$ cat src/rtl/uart_tx_pkg.sv
package uart_tx_pkg;
  typedef enum logic [2:0] {
    ST_IDLE, ST_START, ST_DATA, ST_PAR, ST_STOP
  } tx_state_e;

  localparam logic [1:0] STOP_ONE  = 2'd0;
  localparam logic [1:0] STOP_HALF = 2'd1;
  localparam logic [1:0] STOP_TWO  = 2'd2;
  localparam logic [1:0] PAR_NONE  = 2'd0;
  localparam logic [1:0] PAR_ODD   = 2'd1;
  localparam logic [1:0] PAR_EVEN  = 2'd2;
endpackage

$ cat src/rtl/uart_tx_tick.sv
module uart_tx_tick #(
  parameter int DIV_W = 16
) (
  input  logic             clk_i,
  input  logic             rst_ni,
  input  logic [DIV_W-1:0] div_i,
  input  logic             restart_i,
  output logic             tick_o
);
  logic [DIV_W-1:0] cnt_q;

  assign tick_o = (cnt_q == div_i - 1'b1);

  always_ff @(posedge clk_i or negedge rst_ni) begin
    if (!rst_ni)                   cnt_q <= '0;
    else if (restart_i || tick_o)  cnt_q <= '0;
    else                           cnt_q <= cnt_q + 1'b1;
  end
endmodule

$ cat src/rtl/uart_tx_fmt.sv
module uart_tx_fmt
  import uart_tx_pkg::*;
#(
  parameter int OSR  = 16,
  parameter int PH_W = 5
) (
  input  logic [1:0]      stop_sel_i,
  input  logic [1:0]      par_sel_i,
  output logic            par_en_o,
  output logic            par_odd_o,
  output logic [PH_W-1:0] stop_last_o
);
  // illegal codes fall back to 1 stop / no parity
  always_comb begin
    case (stop_sel_i)
      STOP_HALF: stop_last_o = PH_W'(OSR + OSR/2 - 1);
      STOP_TWO:  stop_last_o = PH_W'(2*OSR - 1);
      default:   stop_last_o = PH_W'(OSR - 1);
    endcase
    par_en_o  = (par_sel_i == PAR_ODD) || (par_sel_i == PAR_EVEN);
    par_odd_o = (par_sel_i == PAR_ODD);
  end
endmodule

$ cat src/rtl/uart_tx_shift.sv
module uart_tx_shift
  import uart_tx_pkg::*;
#(
  parameter int DATA_W = 8,
  parameter int OSR    = 16,
  parameter int PH_W   = 5
) (
  input  logic              clk_i,
  input  logic              rst_ni,
  input  logic              tick_i,
  input  logic              fifo_empty_i,
  input  logic [DATA_W-1:0] fifo_data_i,
  input  logic              seven_i,
  input  logic              par_en_i,
  input  logic              par_odd_i,
  input  logic [PH_W-1:0]   stop_last_i,
  output logic              pop_o,
  output logic              idle_o,
  output logic              tx_o
);
  localparam int BI_W = $clog2(DATA_W);
  localparam logic [PH_W-1:0] BIT_LAST = PH_W'(OSR - 1);

  tx_state_e         state_q;
  logic [PH_W-1:0]   ph_q, stop_last_q, ph_last;
  logic [BI_W-1:0]   bidx_q, last_q;
  logic [DATA_W-1:0] shr_q, data_m;
  logic              par_q, par_en_q, tx_q, bit_end, frame_end;

  always_comb begin
    data_m = fifo_data_i;
    if (seven_i) data_m[DATA_W-1] = 1'b0;
  end

  assign ph_last   = (state_q == ST_STOP) ? stop_last_q : BIT_LAST;
  assign bit_end   = tick_i && (ph_q == ph_last);
  assign frame_end = bit_end && (state_q == ST_STOP);
  // pop at stop end too, so frames run back to back
  assign pop_o     = !fifo_empty_i && ((state_q == ST_IDLE) || frame_end);
  assign idle_o    = (state_q == ST_IDLE);
  assign tx_o      = tx_q;

  always_ff @(posedge clk_i or negedge rst_ni) begin
    if (!rst_ni) begin
      state_q     <= ST_IDLE;
      ph_q        <= '0;
      bidx_q      <= '0;
      last_q      <= '0;
      shr_q       <= '0;
      par_q       <= 1'b0;
      par_en_q    <= 1'b0;
      stop_last_q <= '0;
      tx_q        <= 1'b1;
    end else if (pop_o) begin
      state_q     <= ST_START;
      ph_q        <= '0;
      bidx_q      <= '0;
      last_q      <= seven_i ? BI_W'(DATA_W - 2) : BI_W'(DATA_W - 1);
      shr_q       <= data_m;
      par_q       <= par_odd_i ? ~^data_m : ^data_m;
      par_en_q    <= par_en_i;
      stop_last_q <= stop_last_i;
      tx_q        <= 1'b0;
    end else if (tick_i && state_q != ST_IDLE) begin
      if (!bit_end) begin
        ph_q <= ph_q + 1'b1;
      end else begin
        ph_q <= '0;
        case (state_q)
          ST_START: begin
            state_q <= ST_DATA;
            tx_q    <= shr_q[0];
            shr_q   <= shr_q >> 1;
          end
          ST_DATA: begin
            if (bidx_q == last_q) begin
              state_q <= par_en_q ? ST_PAR : ST_STOP;
              tx_q    <= par_en_q ? par_q : 1'b1;
            end else begin
              bidx_q <= bidx_q + 1'b1;
              tx_q   <= shr_q[0];
              shr_q  <= shr_q >> 1;
            end
          end
          ST_PAR: begin
            state_q <= ST_STOP;
            tx_q    <= 1'b1;
          end
          default: state_q <= ST_IDLE;
        endcase
      end
    end
  end
endmodule

$ cat src/rtl/uart_tx_engine.sv
module uart_tx_engine #(
  parameter int DIV_W  = 16,
  parameter int DATA_W = 8,
  parameter int OSR    = 16
) (
  input  logic              clk_i,
  input  logic              rst_ni,
  input  logic [DIV_W-1:0]  div_i,
  input  logic [1:0]        stop_sel_i,
  input  logic [1:0]        par_sel_i,
  input  logic              seven_bit_i,
  input  logic              fifo_empty_i,
  input  logic [DATA_W-1:0] fifo_data_i,
  output logic              fifo_pop_o,
  output logic              tx_o,
  output logic              done_o
);
  localparam int PH_W = $clog2(2*OSR);

  logic            tick, idle, par_en, par_odd;
  logic [PH_W-1:0] stop_last;

  uart_tx_tick #(.DIV_W(DIV_W)) u_tick (
    .clk_i, .rst_ni, .div_i,
    .restart_i (fifo_pop_o),
    .tick_o    (tick)
  );

  uart_tx_fmt #(.OSR(OSR), .PH_W(PH_W)) u_fmt (
    .stop_sel_i, .par_sel_i,
    .par_en_o    (par_en),
    .par_odd_o   (par_odd),
    .stop_last_o (stop_last)
  );

  uart_tx_shift #(.DATA_W(DATA_W), .OSR(OSR), .PH_W(PH_W)) u_shift (
    .clk_i, .rst_ni,
    .tick_i       (tick),
    .fifo_empty_i,
    .fifo_data_i,
    .seven_i      (seven_bit_i),
    .par_en_i     (par_en),
    .par_odd_i    (par_odd),
    .stop_last_i  (stop_last),
    .pop_o        (fifo_pop_o),
    .idle_o       (idle),
    .tx_o
  );

  assign done_o = idle && fifo_empty_i;
endmodule

$ cat config.mk
export PLATFORM = sky130hd
export DESIGN_NAME = uart_tx_engine
export DESIGN_NICKNAME = d
export VERILOG_FILES = /design/src/rtl/uart_tx_pkg.sv /design/src/rtl/uart_tx_tick.sv /design/src/rtl/uart_tx_fmt.sv /design/src/rtl/uart_tx_shift.sv /design/src/rtl/uart_tx_engine.sv
export SDC_FILE = /design/constraint.sdc
export NUM_CORES = 1
export LEC_CHECK = 0
export BUFFER_PORTS_ARGS = -buffer_cell sky130_fd_sc_hd__buf_2
export CORE_MARGIN = 3
export CORE_UTILIZATION = 55
export CTS_CLUSTER_SIZE = 20
export DETAILED_ROUTE_END_ITERATION = 6
export GPL_TIMING_DRIVEN = 0
export PLACE_DENSITY = 0.76
export SLEW_MARGIN = 10
export SYNTH_ARGS = -nofsm -noshare
export SYNTH_HDL_FRONTEND = slang
export SYNTH_SLANG_ARGS = --single-unit
$ cat constraint.sdc
create_clock -name clk_i -period 6 [get_ports clk_i]
set_input_delay 1.5 -clock clk_i [delete_from_list [all_inputs] [get_ports clk_i]]
set_output_delay 1.5 -clock clk_i [all_outputs]
set_load 0.03 [all_outputs]
==> results of run 1 <==
==> stage by stage <==
stage | cells | area, um^2
after floorplan | 331 | 2940
after global placement | 432 | 3190
after detailed placement | 432 | 3190
after CTS | 440 | 3330
after global routing | 440 | 3330
final | 440 | 3330
==> tightest hold or removal path, stage by stage, from the launching register on <==
cell     delay (ps)
dfstp_2         370
o41ai_1          50
a21oi_1          60
==> kinds of logic (layout without fill, tap and decap cells) <==
kind of cell             after synthesis  after routing  synth area share, %
AND/OR/NAND/NOR                      149            149                 28.6
AO/OA/AOI/OAI                         62             62                 14.7
flip-flops                            42             42                 35.8
XOR/XNOR                              41             41                 12.2
buffers and inverters                 24             66                 3.62
multiplexers                           7              7                 2.47
adder cells (fa/ha/maj)                6              6                 2.56
==> synthesized netlist by cell type, types with 6 or more instances <==
master and number:
nor3_1 10, dfrtp_1 41, nand2b_1 8, o22ai_1 9, nor4_1 6, nand2_1 27, ha_1 6, xnor2_1 22
clkbuf_1 8, o21ai_0 10, a21oi_1 9, nor2_1 34, inv_1 12, nand3_1 16, and3_1 9, a22oi_1 7
xor2_1 19
==> worst max-delay path by stage <==
stage                            end
after floorplan           fifo_pop_o
after global placement    fifo_pop_o
after detailed placement  fifo_pop_o
after CTS                 fifo_pop_o
after global routing      fifo_pop_o
final                     fifo_pop_o
==> state kept, by name, summed over array words and instances, names as in the netlist <==
| name | flops |
|---|---|
| u_shift.shr_q | 8 |
| u_shift.last_q | 2 |
| u_tick.cnt_q | 16 |
| u_shift.ph_q | 5 |
| u_shift.bidx_q | 3 |
| u_shift.stop_last_q | 2 |
| u_shift.par_en_q | 1 |
| u_shift.par_q | 1 |
| u_shift.state_q | 3 |
| u_shift.tx_o | 1 |
==> power by group <==
part	switching [W]	internal (W)	total [W]
logic	0.0000536	0.0000473	0.000101
clock network	0.0000978	0.000177	0.000275
registers	0.0000167	0.000295	0.000311
total	0.000168	0.000519	0.000687
==> area by class of cell <==
class / count / area share [%]
Buffer: 11 / 1.73
Clock buffer: 6 / 2.48
Clock inverter: 2 / 1.80
Inverter: 13 / 1.46
Multi-Input combinational cell: 265 / 53.3
Sequential cell: 42 / 31.6
Tap cell: 67 / 2.52
Timing Repair Buffer: 34 / 5.11
==> metal layers <==
metal,vias up,GRT usage [%],part of all wire [%]
met5,-,0,0
met4,0,6.01,1.0
met3,6,4.20,4.5
met2,56,37.2,48
met1,1221,26.4,46
li1,1287,-,-
==> metrics.txt, run 1 <==
H-tree levels 2; top-level port count 35; Netlist cell types 60; period utilization about 96%; main area contributors after synthesis dfrtp_1 (35%), xnor2_1 (6.6%), xor2_1 (5.7%), nor2_1 (4.3%), nand2_1 (3.5%); HPWL after DPL 4590 um; post-route setup slack ~250 ps; final max-slew violation count 0; Worst R2R End u_shift.shr_q[1]; WHS Path Cells 2; Worst Hold Path EP u_shift.tx_o; Row Count 25; setup repair bufs after CTS 0; Post-CTS Resized 0; number of nets in the layout around 400; cell taking the most area after synthesis dfrtp_1; drt initial violations 158; die span in y 79.1 um; Vias per Instance between 5 and 6; r2r setup slk 3100 ps; TritonCTS Sinks 42; vias in the first global route 2,438; Tightest Pin Transition about 950 ps; syn nets about 370; Routed Antenna Nets 0; leak pwr approximately 1.5 nW; Peak VDD IR 0.000193 V; CP dominant cell by count buf_2; Max Cap Viol 0; syn avg cell area just under 9 um^2; outcome finished, final reports clean; ys flop type dfrtp_1; CP startpoint kind input port; die width 79.1 um; Antenna Cells 0; CTS Buffer Depth 2; Warnings, synthesis 0; number of port buffers 34; beginning of the worst hold path u_shift.tx_o; unrepaired setup endpoints after global routing no; pre-CTS setup slack 242 ps; Layout Skew between 6 and 7 ps; CP bufs+invs 4; Clock Root Buffer clkbuf_8; die area approximately 6200 um^2; grt ovf 0; starting density of the core about three fifths; cell count of the worst reg-to-reg path 8; largest net degree at the start of global routing between 40 and 50; CP cell instances buf_2 -> inv_1 -> ha_1 -> or4b_1 -> o31a_1 -> or4b_4 -> nand3_2 -> nand4_2 -> o21a_1 -> inv_2 -> buf_2; commonest non-fill, non-tap cell in the layout dfrtp_1; # fillers 427; Setup TNS 0 ps; Final Util 67.4%; GPL Wtd Cong about 0.84; hold slack roughly 480 ps; Tot Pwr around 0.0007 W; global-route wire length before repair about 11,000 um; Clk Latency, worst-skew pair about 300 ps; Final setup violation count 0; Post-Syn Area just under 3000 um^2; Syn-to-layout area delta 13.5%; CP Max Fanout 7; Final Hold Vio Count 0; area of the multi-input gates roughly 1800 um^2; Post-Route WL 6150 um; Crit. Startpoint div_i[0]; worst path arrival time about 4300 ps; clock-pin slew on the worst setup and hold paths ~70 ps; sequential cell area approximately 1100 um^2; relative slew slack between 30% and 40%; CTS Buf Count 5; Syn Inst Count between 300 and 400; Final Critical Period 5750 ps; P per Cell Area 206 nW/um^2; layout cells sized above 1 15.5%; nature of the critical path endpoint output pin; top cell type's share of synthesized area between 30% and 40%; Core Area around 4900 um^2; Slowest-stage cell, CP or4b_1; post-synthesis async set-or-reset flop share 100%; Overall Global Routing Usage between 20% and 30%; worst r2r src u_tick.cnt_q[6]; Seq/Total Area, Yosys a little over a third; CTS tree done; # DRC 0; delay-heaviest family, CP simple AND/OR/NAND/NOR gates; wire per inst around 14 um; crit path kind input port to output pin; critical path's largest stage delay roughly 560 ps; vias 2,570; Post-synth EDFFs 0; Critical Path Stages 11; Worst EP required between 4000 and 5000 ps; hold_buf cts 0; Fmax between 0.15 and 0.2 GHz; most frequent cells in the layout dfrtp_1 (41), buf_2 (35), nor2_1 (34); Hold Path Class register to register; FF+latch count, synth 42; initial antenna violation count 0; first-pass detailed-route iteration total 4
No activity file was read; power rests on OpenSTA's default activity.
==> run 2: changes to the inputs <==
--- a/config.mk
+++ b/config.mk
@@ -5,6 +5,7 @@
 export SDC_FILE = /design/constraint.sdc
 export NUM_CORES = 1
 export LEC_CHECK = 0
+export ABC_AREA = 1
 export BUFFER_PORTS_ARGS = -buffer_cell sky130_fd_sc_hd__buf_2
 export CORE_MARGIN = 3
 export CORE_UTILIZATION = 55
==> metrics.txt, run 2 <==
Fmax 0.192 GHz (+10%); syn avg cell area 7.22 um^2 (-19%); Largest regs u_tick.cnt_q: 16 flops, u_shift.shr_q: 8 flops, u_shift.ph_q: 5 flops; ys flop type dfrtp_1; TritonCTS Sinks 42 (unchanged); grt ovf 0 (unchanged); die area 6560 um^2 (+5.0%); die width 81.0 um (+2.5%); Tightest Pin Transition 928 ps (-17.2 ps); number of port buffers 34 (unchanged); drt initial violations 108 (-32%); vias in the first global route 2,687 (+10%); GPL Wtd Cong 0.801 (-4.4%); CTS Buffer Depth 2 (unchanged); Routed Antenna Nets 0 (unchanged); clock-pin slew on the worst setup and hold paths 70 ps (about the same); cell taking the most area after synthesis dfrtp_1; commonest non-fill, non-tap cell in the layout nand2_1; hold_buf cts 0 (unchanged); Antenna Cells 0 (unchanged); nature of the critical path endpoint output pin; Warnings, synthesis 0 (unchanged); Post-Route WL 6590 um (+7.2%); Clock Root Buffer clkbuf_8; met1 WL 3110 um (+8.7%); final max-slew violation count 0 (unchanged); # DRC 0 (unchanged); setup repair bufs after CTS 0 (unchanged); Peak VDD IR 0.000218 V (+13%); most frequent cells in the layout nand2_1 (107), nand3_1 (51), nor2_1 (51); crit path kind input port to output pin; largest net degree at the start of global routing 43 (unchanged); unrepaired setup endpoints after global routing no; Clk Latency, worst-skew pair 290 ps (about the same); HPWL after DPL 5140 um (+12%); vias 2,802 (+9.0%); initial antenna violation count 0 (unchanged); die span in y 81.0 um (+2.5%); Final Hold Vio Count 0 (unchanged); r2r setup slk 3690 ps (+590 ps); Biggest register u_tick.cnt_q; Row Count 26 (+4.0%); Syn-to-layout area delta 10.8%; leak pwr 1.72 nW (+15%); number of nets in the layout 508 (+24%); Seq/Total Area, Yosys 34.0% (-1.9 points); Max Cap Viol 0 (unchanged); first-pass detailed-route iteration total 5 (+1); period utilization 86.9% (-8.9 points); hold slack 503 ps (+26.5 ps); H-tree levels 2 (unchanged); top-level port count 35 (unchanged); FF+latch count, synth 42 (unchanged); routed length on met2 3130 um (+5.9%); top cell type's share of synthesized area 33.1% (-1.8 points); wire per inst 12.2 um (-13%); worst path arrival time 3720 ps (-530 ps); Hold Path Class register to register; layout cells sized above 1 16.4% (+0.83 points); Netlist cell types 35 (-42%); Layout Skew 2.28 ps (-4.08 ps); Post-CTS Resized 0 (unchanged); post-synthesis async set-or-reset flop share 100% (unchanged); CTS Buf Count 5 (unchanged); CTS tree done; wire length on met3 266 um (-4.3%); P per Cell Area 320 nW/um^2 (+55%); Core Area 5270 um^2 (+6.6%); Worst EP required 4500 ps (about the same); Setup TNS 0 ps (unchanged); outcome finished, final reports clean; Post-Syn Area 3100 um^2 (+5.5%); syn nets 467 (+27%); main area contributors after synthesis dfrtp_1 (33%), nand2_1 (13%), nand3_1 (8.2%), nor2_1 (6.2%), inv_1 (5.6%); CP Max Fanout 9 (+2); Vias per Instance 5.19 (-11%); DR top layer met4; Post-synth EDFFs 0 (unchanged); max reg flops 16 (unchanged); Final setup violation count 0 (unchanged); relative slew slack 38.1% (+1.1 points); Syn Inst Count 429 (+30%); Overall Global Routing Usage 22.2% (+0.99 points); Final Critical Period 5220 ps (-533 ps); global-route wire length before repair 11,500 um (+7.6%); CP startpoint kind input port; starting density of the core 58.7% (-0.66 points); most common cell in the synthesized netlist nand2_1; most frequent cells after synthesis nand2_1 (107), nand3_1 (51), nor2_1 (51)
## run 2: cell types whose count changed after synthesis, sizes merged, moves of 15 or more
cell	delta
inv	+34
o21ai	+15
nand2	+90
nand3	+33
nor2	+27
## run 2: cells by family (layout without fill, tap and decap cells)
family,count (synthesis),after routing,share of synthesized area [%]
xor gates and xnor gates,34,34,9.62
adders and majority gates,6,6,2.43
AOI/OAI and AO/OA,35,35,6.67
and+or+nand+nor,258,258,39.9
DFF,42,42,34.0
buffers and inverters,54,95,7.44
## run 2: worst paths after layout
kind | start | to | cells past startpoint
worst max-delay path | div_i[0] | fifo_pop_o | 12
worst min-delay path | u_shift.par_en_q | u_shift.par_en_q | 2
worst max register to register | u_tick.cnt_q[5] | u_shift.shr_q[1] | 13
worst min register to register | u_shift.par_en_q | u_shift.par_en_q | 2
max in group asynchronous | rst_ni | u_tick.cnt_q[6] | 1
min in group asynchronous | rst_ni | u_shift.ph_q[1] | 1
## run 2: layout make-up
class,instances,area (um^2)
plain buffers,6,45.0
multi-input cells,333,1810
repair buffers,34,170
fillers,474,1840
flip-flops and latches,42,1050
clock buffers,7,76.3
inverters,48,185
well taps,70,87.6
## run 2: routing by layer
metal  track usage, %  vias up
met1             28.8     1283
met4             6.08        0
met5                0        -
met3             2.77       10
met2             38.8       55
li1                 -     1454
## run 2: report_power, final
group	total [W]	switching, W	internal (W)
Sequential	0.000434	0.0000664	0.000368
Clock	0.000168	0.0000877	0.0000801
Combinational	0.000495	0.000314	0.000180
## run 2: metrics by stage
stage | std cells | util [%] | power [W] | worst slack (ps) | cell area (um^2)
final | 540 | 65.1 | 0.00110 | 784 | 3430
after global routing | 540 | 65.1 | 0.00120 | 557 | 3430
after CTS | 540 | 65.1 | 0.00110 | 800 | 3430
after detailed placement | 533 | 63.6 | 0.000934 | 803 | 3350
after global placement | 533 | 63.6 | 0.000915 | 879 | 3350
after floorplan | 429 | - | 0.000810 | 1360 | 3100
## run 2: critical path, cell delays in order
cell and delay [ps]:
buf_2 100, inv_1 170, ha_1 260, nand2_2 140
nor2_1 190, nand4_1 130, xor2_1 360, nand4_4 180
nand2_4 160, nand2_4 120, inv_1 170, buf_2 220
